File: config.mk
export PLATFORM = sky130hd
export DESIGN_NAME = post_order_ctrl
export DESIGN_NICKNAME = d
export VERILOG_FILES = /design/src/rtl/post_order_pkg.sv /design/src/rtl/post_fifo.sv /design/src/rtl/flush_gate.sv /design/src/rtl/pf_policy.sv /design/src/rtl/post_order_ctrl.sv
export SDC_FILE = /design/constraint.sdc
export NUM_CORES = 1
export LEC_CHECK = 0
export ABC_AREA = 1
export BUFFER_PORTS_ARGS = -buffer_cell sky130_fd_sc_hd__buf_2
export CAP_MARGIN = 40
export CELL_PAD_IN_SITES_DETAIL_PLACEMENT = 1
export CELL_PAD_IN_SITES_GLOBAL_PLACEMENT = 1
export CORE_MARGIN = 1.5
export CORE_UTILIZATION = 50
export CTS_CLUSTER_DIAMETER = 100
export DETAILED_ROUTE_END_ITERATION = 7
export GPL_ROUTABILITY_DRIVEN = 0
export HOLD_SLACK_MARGIN = 0.1
export PLACE_DENSITY_LB_ADDON = 0.05
export SYNTH_ARGS = -nofsm -noshare
export SYNTH_HDL_FRONTEND = slang
export SYNTH_HIERARCHICAL = 1
export SYNTH_SLANG_ARGS = --single-unit
File: constraint.sdc
create_clock -name clk_i -period 12.2 [get_ports clk_i]
set_clock_uncertainty 0.1 [all_clocks]
set_input_delay 3.05 -clock clk_i [delete_from_list [all_inputs] [get_ports clk_i]]
set_output_delay 3.05 -clock clk_i [all_outputs]
set_load 0.01 [all_outputs]
File: src/rtl/post_order_pkg.sv
package post_order_pkg;
  typedef enum logic [1:0] {
    CMD_MEM_RD   = 2'b00,
    CMD_RD_LINE  = 2'b01,
    CMD_RD_MULTI = 2'b10,
    CMD_IO_RD    = 2'b11
  } rd_cmd_e;

  localparam int unsigned SIDE_PRI = 0;
  localparam int unsigned SIDE_SEC = 1;
  localparam int unsigned N_SIDES  = 2;
endpackage

File: src/rtl/post_fifo.sv
module post_fifo #(
  parameter int unsigned WIDTH = 64,
  parameter int unsigned DEPTH = 4
) (
  input  logic             clk_i,
  input  logic             rst_ni,
  input  logic             push_i,
  input  logic [WIDTH-1:0] push_data_i,
  input  logic             pop_i,
  output logic [WIDTH-1:0] head_o,
  output logic             empty_o,
  output logic             full_o
);
  localparam int unsigned PTR_W = (DEPTH > 1) ? $clog2(DEPTH) : 1;
  localparam int unsigned CNT_W = $clog2(DEPTH + 1);
  localparam logic [PTR_W-1:0] LAST = PTR_W'(DEPTH - 1);
  localparam logic [CNT_W-1:0] FULL_CNT = CNT_W'(DEPTH);

  logic [WIDTH-1:0] mem_q [DEPTH];
  logic [PTR_W-1:0] wr_ptr_q, rd_ptr_q;
  logic [CNT_W-1:0] cnt_q;
  logic do_push, do_pop;

  assign empty_o = (cnt_q == '0);
  assign full_o  = (cnt_q == FULL_CNT);
  assign do_push = push_i && !full_o;
  assign do_pop  = pop_i && !empty_o;
  assign head_o  = mem_q[rd_ptr_q];

  always_ff @(posedge clk_i or negedge rst_ni) begin
    if (!rst_ni) begin
      wr_ptr_q <= '0;
      rd_ptr_q <= '0;
      cnt_q    <= '0;
    end else begin
      if (do_push) wr_ptr_q <= (wr_ptr_q == LAST) ? '0 : wr_ptr_q + 1'b1;
      if (do_pop)  rd_ptr_q <= (rd_ptr_q == LAST) ? '0 : rd_ptr_q + 1'b1;
      case ({do_push, do_pop})
        2'b10:   cnt_q <= cnt_q + 1'b1;
        2'b01:   cnt_q <= cnt_q - 1'b1;
        default: cnt_q <= cnt_q;
      endcase
    end
  end

  always_ff @(posedge clk_i) begin
    if (do_push) mem_q[wr_ptr_q] <= push_data_i;
  end
endmodule

File: src/rtl/flush_gate.sv
module flush_gate (
  input  logic clk_i,
  input  logic rst_ni,
  input  logic empty_i,
  input  logic full_i,
  input  logic wr_req_i,
  input  logic rd_req_i,
  output logic wr_ack_o,
  output logic wr_retry_o,
  output logic rd_ack_o,
  output logic rd_retry_o,
  output logic flush_pend_o
);
  logic flush_pend_q;

  assign flush_pend_o = flush_pend_q;
  assign wr_ack_o     = wr_req_i && !full_i && !flush_pend_q;
  assign wr_retry_o   = wr_req_i && !wr_ack_o;
  assign rd_ack_o     = rd_req_i && empty_i;
  assign rd_retry_o   = rd_req_i && !empty_i;

  // held until the queue is seen empty, so new writes cannot starve the read
  always_ff @(posedge clk_i or negedge rst_ni) begin
    if (!rst_ni) flush_pend_q <= 1'b0;
    else         flush_pend_q <= !empty_i && (flush_pend_q || rd_req_i);
  end
endmodule

File: src/rtl/pf_policy.sv
module pf_policy
  import post_order_pkg::*;
#(
  parameter int unsigned SIDE = SIDE_PRI
) (
  input  logic       rd_ack_i,
  input  logic [1:0] rd_cmd_i,
  input  logic       pf_hit_i,
  input  logic       sec_pf_dis_i,
  output logic       prefetch_o
);
  logic plain_ok;

  generate
    if (SIDE == SIDE_PRI) begin : g_pri
      assign plain_ok = pf_hit_i;
    end else begin : g_sec
      assign plain_ok = !sec_pf_dis_i;
    end
  endgenerate

  always_comb begin
    prefetch_o = 1'b0;
    if (rd_ack_i) begin
      unique case (rd_cmd_e'(rd_cmd_i))
        CMD_RD_LINE, CMD_RD_MULTI: prefetch_o = 1'b1;
        CMD_MEM_RD:                prefetch_o = plain_ok;
        default:                   prefetch_o = 1'b0;
      endcase
    end
  end
endmodule

File: src/rtl/post_order_ctrl.sv
module post_order_ctrl
  import post_order_pkg::*;
#(
  parameter int unsigned ADDR_W = 32,
  parameter int unsigned DATA_W = 32,
  parameter int unsigned DEPTH  = 4
) (
  input  logic                          clk_i,
  input  logic                          rst_ni,
  input  logic                          cfg_sec_pf_dis_i,
  input  logic [N_SIDES-1:0]            wr_req_i,
  input  logic [N_SIDES-1:0][ADDR_W-1:0] wr_addr_i,
  input  logic [N_SIDES-1:0][DATA_W-1:0] wr_data_i,
  output logic [N_SIDES-1:0]            wr_ack_o,
  output logic [N_SIDES-1:0]            wr_retry_o,
  output logic [N_SIDES-1:0]            fwd_valid_o,
  input  logic [N_SIDES-1:0]            fwd_ready_i,
  output logic [N_SIDES-1:0][ADDR_W-1:0] fwd_addr_o,
  output logic [N_SIDES-1:0][DATA_W-1:0] fwd_data_o,
  input  logic [N_SIDES-1:0]            rd_req_i,
  input  logic [N_SIDES-1:0][1:0]       rd_cmd_i,
  input  logic [N_SIDES-1:0]            rd_pf_hit_i,
  output logic [N_SIDES-1:0]            rd_ack_o,
  output logic [N_SIDES-1:0]            rd_retry_o,
  output logic [N_SIDES-1:0]            rd_prefetch_o
);
  localparam int unsigned ENT_W = ADDR_W + DATA_W;

  logic [N_SIDES-1:0] q_empty, q_full, flush_pend;

  for (genvar s = 0; s < N_SIDES; s++) begin : g_side
    logic [ENT_W-1:0] head;

    flush_gate u_gate (
      .clk_i       (clk_i),
      .rst_ni      (rst_ni),
      .empty_i     (q_empty[s]),
      .full_i      (q_full[s]),
      .wr_req_i    (wr_req_i[s]),
      .rd_req_i    (rd_req_i[s]),
      .wr_ack_o    (wr_ack_o[s]),
      .wr_retry_o  (wr_retry_o[s]),
      .rd_ack_o    (rd_ack_o[s]),
      .rd_retry_o  (rd_retry_o[s]),
      .flush_pend_o(flush_pend[s])
    );

    post_fifo #(.WIDTH(ENT_W), .DEPTH(DEPTH)) u_queue (
      .clk_i      (clk_i),
      .rst_ni     (rst_ni),
      .push_i     (wr_ack_o[s]),
      .push_data_i({wr_addr_i[s], wr_data_i[s]}),
      .pop_i      (fwd_ready_i[s]),
      .head_o     (head),
      .empty_o    (q_empty[s]),
      .full_o     (q_full[s])
    );

    assign fwd_valid_o[s] = !q_empty[s];
    assign fwd_addr_o[s]  = q_empty[s] ? '0 : head[ENT_W-1:DATA_W];
    assign fwd_data_o[s]  = q_empty[s] ? '0 : head[DATA_W-1:0];

    pf_policy #(.SIDE(s)) u_pf (
      .rd_ack_i    (rd_ack_o[s]),
      .rd_cmd_i    (rd_cmd_i[s]),
      .pf_hit_i    (rd_pf_hit_i[s]),
      .sec_pf_dis_i(cfg_sec_pf_dis_i),
      .prefetch_o  (rd_prefetch_o[s])
    );
  end
endmodule

==> results.yml, run 1 <==
detailed_routing:
  drc_errors: 0
  drtIter0Drc: 591
  vias: 14400
  firstDrtPassIters: 6
  wire_per_inst_um: 18.4
  routed_wirelength_mm: 52.1
  ant_nets: 0
  viasPerCell: 5.10
floorplan:
  rows: 77
  floorplan.initialDensity_pct: 51.1
  die_x_um: 216
  pin_count: 283
  dieHeight_um: 216
  core_area_sq_um: 44500
  die_area_sq_um: 46800
run:
  maxCapViolCount: 0
synthesis:
  synthTopCellsByCount: "edfxtp_1 (512), inv_1 (428), nand2_1 (420)"
  synthArstFlopShare_pct: 3.03
  ys.flop_type: "edfxtp_1"
  avgSynthCellArea_sq_um: 11.8
  syn-cell-area_sq_um: 22800
  synth_top_area_share_pct: 67.6
  yosysMostFrequentCell: "edfxtp_1"
  ys_warn_count: 6
  syn_inst: 1923
  synth_nets: 2084
  ys_ff_latch: 528
  synth_seq_area_share_pct: 69.3
  synth_area_leader_cell: "edfxtp_1"
  synth.distinct_cells: 21
  synth-edff-count: 512
  ys_top_cells_by_area: "edfxtp_1 (68%), o211ai_1 (8.4%), inv_1 (7.1%)"
outcome:
  status: "finished clean"
grt:
  grt_pass1_vias: 15300
  antenna_found_initial: 9
  grt_pass1_wl_mm: 81.0
  grtUsageTotal_pct: 22.5
  gr-total-overflow: 0
  grt_max_degree: 99
clock_tree:
  cts_tree: "yes"
  cts_resized: 0
  cts.clk_slew.worst_paths_ns: 0.06
  clkSinkCount: 528
  cts_max_level: 2
  cts_hold_buf: 0
  insertion_delay_ns: 0.59
  cts_root_buffer: "clkbuf_16"
  cts_inserted_buffers: 55
  clockBufferDepth: 3
  postCtsSetupBuffers: 0
setup_path:
  path_class: "reg2out"
  critPathCaptureType: "output port"
  crit_fanout: 98
  path_cells: "buf_4, buf_4, o211ai_1, nand2_1, inv_1, nor2_1, buf_2"
  cp_top_family: "buffers and inverters"
  arrival_ns: 3.93
  worstPathBufferInverterCount: 4
  crit_required_ns: 9.05
  slowest_delay_ns: 0.99
  cp_slowest_cell: "dfrtp_4"
  cp-start-kind: "flop"
  crit_top_cell: "buf_4"
place:
  portBuffers: 281
  hpwl_mm: 31.7
  place_area_sq_um: 24500
timing:
  max_slew_margin_pct: 38.6
  setup_viol: 0
  clock.fmax_mhz: 141
  tns_ns: 0
  period_needed_ns: 7.08
  final.period_utilization_pct: 58.0
  finalHoldViolations: 0
  rsz0062_at_grt: "no"
  worst_slew_pin_slew_ns: 0.921
  slew_viol_final: 0
hold_path:
  hp-class: "reg2reg"
power_and_ir_drop:
  irDropWorstVdd_mv: 0.135
  p_per_area_nw_per_um2: 233
  p_leak_nw: 11.1
finish:
  final_area_sq_um: 26100
  area_growth_syn_to_layout_pct: 14.9
  drive_gt1_share_pct: 17.9
  nets: 2353
## area by class of cell
type	instances	area, sq um
Sequential cell	528	15800
Tap cell	592	741
Multi-Input combinational cell	866	4520
Fill cell	4649	18400
Clock inverter	25	135
Antenna cell	3	7.51
Timing Repair Buffer	310	1810
Inverter	431	1620
Clock buffer	77	1500
## logic make-up (layout without fill, tap and decap cells)
| family | count (synthesis) | after routing | share of synthesized area (%) |
|---|---|---|---|
| AO/OA/AOI/OAI | 262 | 262 | 8.68 |
| XOR/XNOR | 2 | 2 | 0.0770 |
| adder cells (fa/ha/maj) | 18 | 18 | 1.06 |
| buffers and inverters | 529 | 843 | 11.0 |
| flip-flops | 528 | 528 | 69.3 |
| other | 0 | 3 | 0 |
| AND/OR/NAND/NOR | 584 | 584 | 9.81 |
## path summary, 6_finish.rpt
| path | from | endpoint | slack, ns | cells after the start |
|---|---|---|---|---|
| max in group asynchronous | rst_ni | g_side[0].u_queue/rd_ptr_q[0]$_DFFE_PN0P_ | 9.35 | 1 |
| min in group asynchronous | rst_ni | g_side[1].u_gate/flush_pend_o$_DFF_PN0_ | 2.30 | 1 |
| max | g_side[0].u_queue/rd_ptr_q[0]$_DFFE_PN0P_ | fwd_data_o[14] | 5.12 | 7 |
| min | g_side[0].u_queue/cnt_q[0]$_DFFE_PN0P_ | g_side[0].u_queue/cnt_q[0]$_DFFE_PN0P_ | 0.38 | 1 |
| min reg2reg | g_side[0].u_queue/cnt_q[0]$_DFFE_PN0P_ | g_side[0].u_queue/cnt_q[0]$_DFFE_PN0P_ | 0.38 | 1 |
| max reg2reg | g_side[0].u_queue/cnt_q[1]$_DFFE_PN0P_ | g_side[0].u_queue/mem_q[2][18]$_DFFE_PP_ | 8.91 | 7 |
## state kept, by name, indices dropped and copies added, names as in the netlist
| register | flops |
|---|---|
| g_side.u_queue/wr_ptr_q | 4 |
| g_side.u_queue/rd_ptr_q | 4 |
| g_side.u_queue/mem_q | 512 |
| g_side.u_queue/cnt_q | 6 |
| g_side.u_gate/flush_pend_o | 2 |
## worst register-to-register path, stage by stage, from the launching register on
cell and delay, ns:
dfrtp_1 0.35, inv_1 0.09, nand3_1 0.16, inv_1 0.10
nor3b_2 0.34, nand2_1 0.37, nor2_4 0.64, buf_4 0.73
## cells in the final DEF, fill, tap and decap left out
master      synthesis  layout
inv_1             428     426
clkinv_1            0      14
xnor2_1             2       2
fa_1                2       2
buf_12              0       4
clkbuf_16           0      57
bufinv_16           0       1
o21a_1              2       2
o211ai_2            2       2
inv_2               3       1
diode_2             0       3
clkbuf_1            2      20
o21ai_0             2       2
o211ai_1          254     254
buf_16              0       7
nand3_1            14      14
nand4_1             2       2
ha_1               16      16
buf_2              30     281
buf_4               2      18
edfxtp_1          512     512
nand2_1           420     420
nor2_4              0       8
nor3b_2             2       2
clkinvlp_4          0       1
dfrtp_2             0       2
clkinv_2            0      13
dfrtp_1            16      12
a21oi_2             2       2
dfrtp_4             0       2
nor2_1            146     138
## stage by stage
step | total power, mW | util (%) | hold slack, ns | setup WS, ns | std cells
6_report | 6.09 | 58.7 | 0.380 | 5.12 | 2832
5_1_grt | 6.49 | 58.7 | 0.400 | 4.80 | 2829
4_1_cts | 6.19 | 58.7 | 0.380 | 5.07 | 2829
3_5_place_dp | 4.63 | 55.0 | 0.366 | 5.30 | 2727
3_3_place_gp | 4.49 | 54.4 | 0.362 | 5.32 | 2716
2_1_floorplan | 3.93 | - | 0.346 | 5.34 | 1923
## report_power, final
group	switching, mW	internal, mW
combinational	1.50	0.777
clock	0.657	0.873
sequential	0.0950	2.19
## metal layers
metal / GRT usage [%] / vias to the layer above / wire, um
met4: 6.85 / 14 / 1060
li1: - / 6924 / -
met1: 27.3 / 7147 / 21800
met5: 0 / - / 88
met2: 40.2 / 267 / 26600
met3: 4.65 / 82 / 2550
No activity file was read; power rests on OpenSTA's default activity.
==> inputs of run 2 (changes only) <==
ABC_AREA = 0   (was 1)
CORE_UTILIZATION = 45   (was 50)
clock period = 6.1 ns   (was 12.2 ns; I/O delays follow)
==> results.yml, run 2 <==
synthesis:
  ys_top_cells_by_area: "edfxtp_1 (75%), mux4_2 (14%), nor2b_1 (4.0%)"
  synthTopCellsByCount: "edfxtp_1 (512), nor2b_1 (131), mux4_2 (128)"
  synth_seq_area_share_pct: 76.8
  synth_area_leader_cell: "edfxtp_1"
  synth.distinct_cells: 27
  syn_inst: 917
  avgSynthCellArea_sq_um: 22.4
  synth-edff-count: 512
  synthArstFlopShare_pct: 3.03
  ys.flop_type: "edfxtp_1"
  ys_ff_latch: 528
  synth_top_area_share_pct: 74.8
  yosysMostFrequentCell: "edfxtp_1"
  ys_warn_count: 6
  syn-cell-area_sq_um: 20500
  synth_nets: 1078
timing:
  rsz0062_at_grt: "no"
  max_slew_margin_pct: 41.3
  final.period_utilization_pct: 70.1
  tns_ns: 0
  finalHoldViolations: 0
  timing.final.ws_setup_ns: 1.82
  slew_viol_final: 0
  worst_slew_pin_slew_ns: 0.876
  whs_ns: 0.408
  period_needed_ns: 4.28
  clock.fmax_mhz: 234
  setup_viol: 0
floorplan:
  floorplan.initialDensity_pct: 45.5
  pin_count: 283
  die_x_um: 217
  rows: 78
  die_area_sq_um: 46900
  core_area_sq_um: 45200
  dieHeight_um: 217
place:
  hpwl_mm: 26.2
  dpl_worst_slack_ns: 2.00
  portBuffers: 281
  place_inst: 1784
finish:
  area_growth_syn_to_layout_pct: 19.5
  reg_top3: "g_side.u_queue/mem_q x512, g_side.u_queue/cnt_q x6"
  nets: 1401
  regMostFlops: "g_side.u_queue/mem_q"
  final_cell_mix: "edfxtp_1 (512), buf_2 (281), nor2b_1 (131)"
  largest_reg_flops: 512
  final_common_cell: "edfxtp_1"
  drive_gt1_share_pct: 41.7
  final_cells: 1890
  final_core_util_pct: 54.3
clock_tree:
  clkSinkCount: 528
  cts_hold_buf: 0
  clockBufferDepth: 3
  cts_resized: 0
  cts_inserted_buffers: 54
  cts_max_level: 2
  insertion_delay_ns: 0.58
  cts_tree: "yes"
  cts_root_buffer: "clkbuf_16"
  postCtsSetupBuffers: 0
  cts.clk_slew.worst_paths_ns: 0.06
grt:
  grt_max_degree: 61
  gr-total-overflow: 0
  grtUsageTotal_pct: 18.4
  antenna_found_initial: 7
  grt_pass1_vias: 10300
  grt_pass1_wl_mm: 64.2
setup_path:
  arrival_ns: 2.65
  critPathCaptureType: "output port"
  path_class: "reg2out"
  path_cells: "buf_12, mux4_2, nor2b_1, buf_2"
  cp_slowest_cell: "dfrtp_4"
  crit_required_ns: 4.47
  r2r_setup_slack_ns: 3.06
  crit_fanout: 44
  cp-start-kind: "flop"
  slowest_delay_ns: 0.73
detailed_routing:
  firstDrtPassIters: 4
  drtIter0Drc: 585
  viasPerCell: 5.15
  vias: 9726
  ant_nets: 0
  drc_errors: 0
  wire_per_inst_um: 22.6
  routed_wirelength_mm: 42.7
hold_path:
  hp-class: "reg2reg"
outcome:
  status: "finished clean"
power_and_ir_drop:
  p_leak_nw: 8.54
  irDropWorstVdd_mv: 0.284
  p_per_area_nw_per_um2: 458
run:
  maxCapViolCount: 0
[run 2: cell count changes after synthesis, sizes merged, moves of 14 or more]
cell    change
buf        -56
o211ai    -256
nor2b     +133
nor2      -140
nand3      -14
inv       -410
mux4      +128
nand2     -420
[run 2: logic make-up (layout without fill, tap and decap cells)]
| group | Yosys count | count (layout) | synth area share (%) |
|---|---|---|---|
| flops | 528 | 528 | 76.8 |
| compound gates | 6 | 6 | 0.244 |
| simple gates | 158 | 158 | 4.85 |
| mux | 138 | 138 | 14.6 |
| xor+xnor | 6 | 6 | 0.256 |
| buf+inv | 63 | 431 | 2.11 |
| other cells | 0 | 5 | 0 |
| fa+ha+maj | 18 | 18 | 1.17 |
[run 2: layer usage]
layer | GRT usage [%] | wire, um
met5 | 0 | 47
met4 | 4.14 | 644
met3 | 4.76 | 2520
met2 | 29.7 | 21100
met1 | 25.4 | 18300
[run 2: area by class of cell]
cell class	instances	area, sq um
Clock buffer	79	1560
Sequential cell	528	15800
Antenna cell	5	12.5
Multi-Input combinational cell	326	4350
Fill cell	4035	20600
Timing Repair Buffer	309	1810
Tap cell	600	751
Clock inverter	22	200
Inverter	21	78.8
[run 2: final timing paths]
kind | startpoint | end | depth (start not counted)
max in group asynchronous | rst_ni | g_side[0].u_queue/rd_ptr_q[0]$_DFFE_PN0P_ | 1
min reg2reg | g_side[1].u_queue/cnt_q[2]$_DFFE_PN0P_ | g_side[1].u_queue/cnt_q[2]$_DFFE_PN0P_ | 1
min in group asynchronous | rst_ni | g_side[0].u_gate/flush_pend_o$_DFF_PN0_ | 1
max reg2reg | g_side[0].u_queue/cnt_q[2]$_DFFE_PN0P_ | g_side[0].u_queue/mem_q[1][43]$_DFFE_PP_ | 5
max | g_side[0].u_queue/rd_ptr_q[0]$_DFFE_PN0P_ | fwd_addr_o[11] | 4
min | g_side[1].u_queue/cnt_q[2]$_DFFE_PN0P_ | g_side[1].u_queue/cnt_q[2]$_DFFE_PN0P_ | 1
[run 2: power breakdown]
group / total (mW) / switching, mW / internal [mW]
clock: 3.24 / 1.31 / 1.93
sequential: 4.51 / 0.190 / 4.32
combinational: 3.48 / 1.79 / 1.69
[run 2: through the flow]
stage	total power, mW	cell area [sq um]
2_1_floorplan	6.88	20500
3_3_place_gp	8.09	22600
3_5_place_dp	8.18	22800
4_1_cts	11.5	24500
5_1_grt	11.8	24500
6_report	11.2	24500
[run 2: critical path: cells and delay by family, from the launching register on]
family | cells | cell delay, ns
flops | 1 | 0.73
mux | 1 | 0.54
buf+inv | 2 | 0.56
simple gates | 1 | 0.17
==> inputs of run 3 (changes only) <==
CORE_UTILIZATION = 50   (was 45)
clock period = 4.1 ns   (was 6.1 ns; I/O delays follow)
==> results.yml, run 3 (synthesized netlist as in run 2, its figures left out) <==
floorplan:
  die_area_sq_um: 42300
  core_area_sq_um: 40600
  die_x_um: 206
  dieHeight_um: 206
  rows: 74
  pin_count: 283
  floorplan.initialDensity_pct: 50.5
power_and_ir_drop:
  clkPwrFrac_pct: 28.1
  p_comb_share_pct: 31.6
  power_switching_mw: 4.87
  p_leak_nw: 8.49
  swShare_pct: 29.4
  p_per_area_nw_per_um2: 679
  irDropWorstVdd_mv: 0.410
  power_frac_seq_pct: 40.3
  internal_power_mw: 11.7
grt:
  antenna_found_initial: 6
  grtUsageTotal_pct: 20.0
  grt_pass1_wl_mm: 62.2
  gr-total-overflow: 0
  grt_max_degree: 70
  grt_pass1_vias: 10400
clock_tree:
  clkSinkCount: 528
  cts_resized: 0
  cts.clk_slew.worst_paths_ns: 0.06
  insertion_delay_ns: 0.58
  cts_max_level: 2
  cts_hold_buf: 0
  cts_tree: "yes"
  cts_inserted_buffers: 53
  clockBufferDepth: 3
  cts_root_buffer: "clkbuf_16"
  postCtsSetupBuffers: 0
detailed_routing:
  ant_nets: 0
  vias: 9872
  firstDrtPassIters: 4
  wire_per_inst_um: 23.0
  drc_errors: 0
  drtIter0Drc: 447
  routed_wirelength_mm: 41.8
  viasPerCell: 5.44
timing:
  final.period_utilization_pct: 90.8
  slew_viol_final: 0
  rsz0062_at_grt: "no"
  worst_slew_pin_slew_ns: 0.662
  timing.final.ws_setup_ns: 0.379
  clock.fmax_mhz: 269
  period_needed_ns: 3.72
  tns_ns: 0
  finalHoldViolations: 0
  setup_viol: 0
  max_slew_margin_pct: 55.6
place:
  place_area_sq_um: 22700
  dpl_worst_slack_ns: 0.919
  hpwl_mm: 24.8
  portBuffers: 281
finish:
  area_growth_syn_to_layout_pct: 18.6
  final_area_sq_um: 24400
  nets: 1395
  regMostFlops: "g_side.u_queue/mem_q"
  final_common_cell: "edfxtp_1"
  reg_top3: "g_side.u_queue/mem_q x512, g_side.u_queue/cnt_q x6"
  final_cell_mix: "edfxtp_1 (512), buf_2 (281), nor2b_1 (131)"
  largest_reg_flops: 512
  drive_gt1_share_pct: 41.8
outcome:
  status: "finished clean"
hold_path:
  hp-class: "in2async"
setup_path:
  crit_required_ns: 2.97
  crit_fanout: 28
  arrival_ns: 2.60
  path_class: "reg2out"
  critPathCaptureType: "output port"
  cp-start-kind: "flop"
run:
  maxCapViolCount: 0
[run 3: cell types whose count changed in the layout (fill, tap and decap cells not counted), sizes merged]
cell / before / now
bufinv: 4 / 3
clkinv: 17 / 19
diode: 5 / 6
inv: 21 / 22
clkbuf: 79 / 74
clkinvlp: 1 / 0
buf: 309 / 304
[run 3: layer usage]
metal	vias up	share of wire, %	global-route usage [%]
met5	-	0.069	0
met4	4	2.3	6.91
met3	70	5.5	3.93
met2	260	50	32.6
met1	5204	42	27.2
li1	4334	-	-
[run 3: worst paths after layout]
path / slack [ns] / startpoint / depth (start not counted) / to
min: 0.27 / rst_ni / 1 / g_side[1].u_gate/flush_pend_o$_DFF_PN0_
max: 0.38 / g_side[1].u_queue/rd_ptr_q[0]$_DFFE_PN0P_ / 4 / fwd_addr_o[43]
max reg2reg: 1.44 / g_side[0].u_queue/cnt_q[2]$_DFFE_PN0P_ / 5 / g_side[0].u_queue/mem_q[1][6]$_DFFE_PP_
min in group clk_i: 0.42 / g_side[0].u_queue/cnt_q[2]$_DFFE_PN0P_ / 1 / g_side[0].u_queue/cnt_q[2]$_DFFE_PN0P_
min reg2reg: 0.42 / g_side[0].u_queue/cnt_q[2]$_DFFE_PN0P_ / 1 / g_side[0].u_queue/cnt_q[2]$_DFFE_PN0P_
max in group asynchronous: 3.30 / rst_ni / 1 / g_side[0].u_queue/rd_ptr_q[0]$_DFFE_PN0P_
[run 3: per-stage QoR]
stage	utilization (%)	std cells	hold WS (ns)	total power, mW
CTS	59.9	1808	0.252	16.8
floorplan	-	917	0.355	10.2
detailed placement	55.8	1711	0.398	12.1
global route	59.9	1809	0.290	17.3
finish	59.9	1814	0.266	16.5
global placement	55.8	1711	0.391	12.0
[run 3: area by class of cell]
cell class | instances | area (sq um)
fillers | 3467 | 16300
flip-flops and latches | 528 | 15800
multi-input cells | 326 | 4350
repair buffers | 304 | 1780
clock buffers | 74 | 1500
well taps | 532 | 666
clock inverters | 23 | 185
inverters | 21 | 78.8
diodes | 6 | 15.0
[run 3: power by group through the flow]
stage	Sequential, mW	Clock (mW)	Combinational (mW)
3_5_place_dp	6.78	0	5.35
5_1_grt	6.72	4.92	5.68
6_report	6.66	4.65	5.22
4_1_cts	6.67	4.77	5.37
2_1_floorplan	6.66	0	3.58
3_3_place_gp	6.76	0	5.29
[run 3: worst max-delay path, cell delays in order, from the launching register on]
cell and delay, ns:
dfrtp_4 0.80, buf_4 0.34, mux4_2 0.54, nor2b_1 0.15, buf_2 0.14
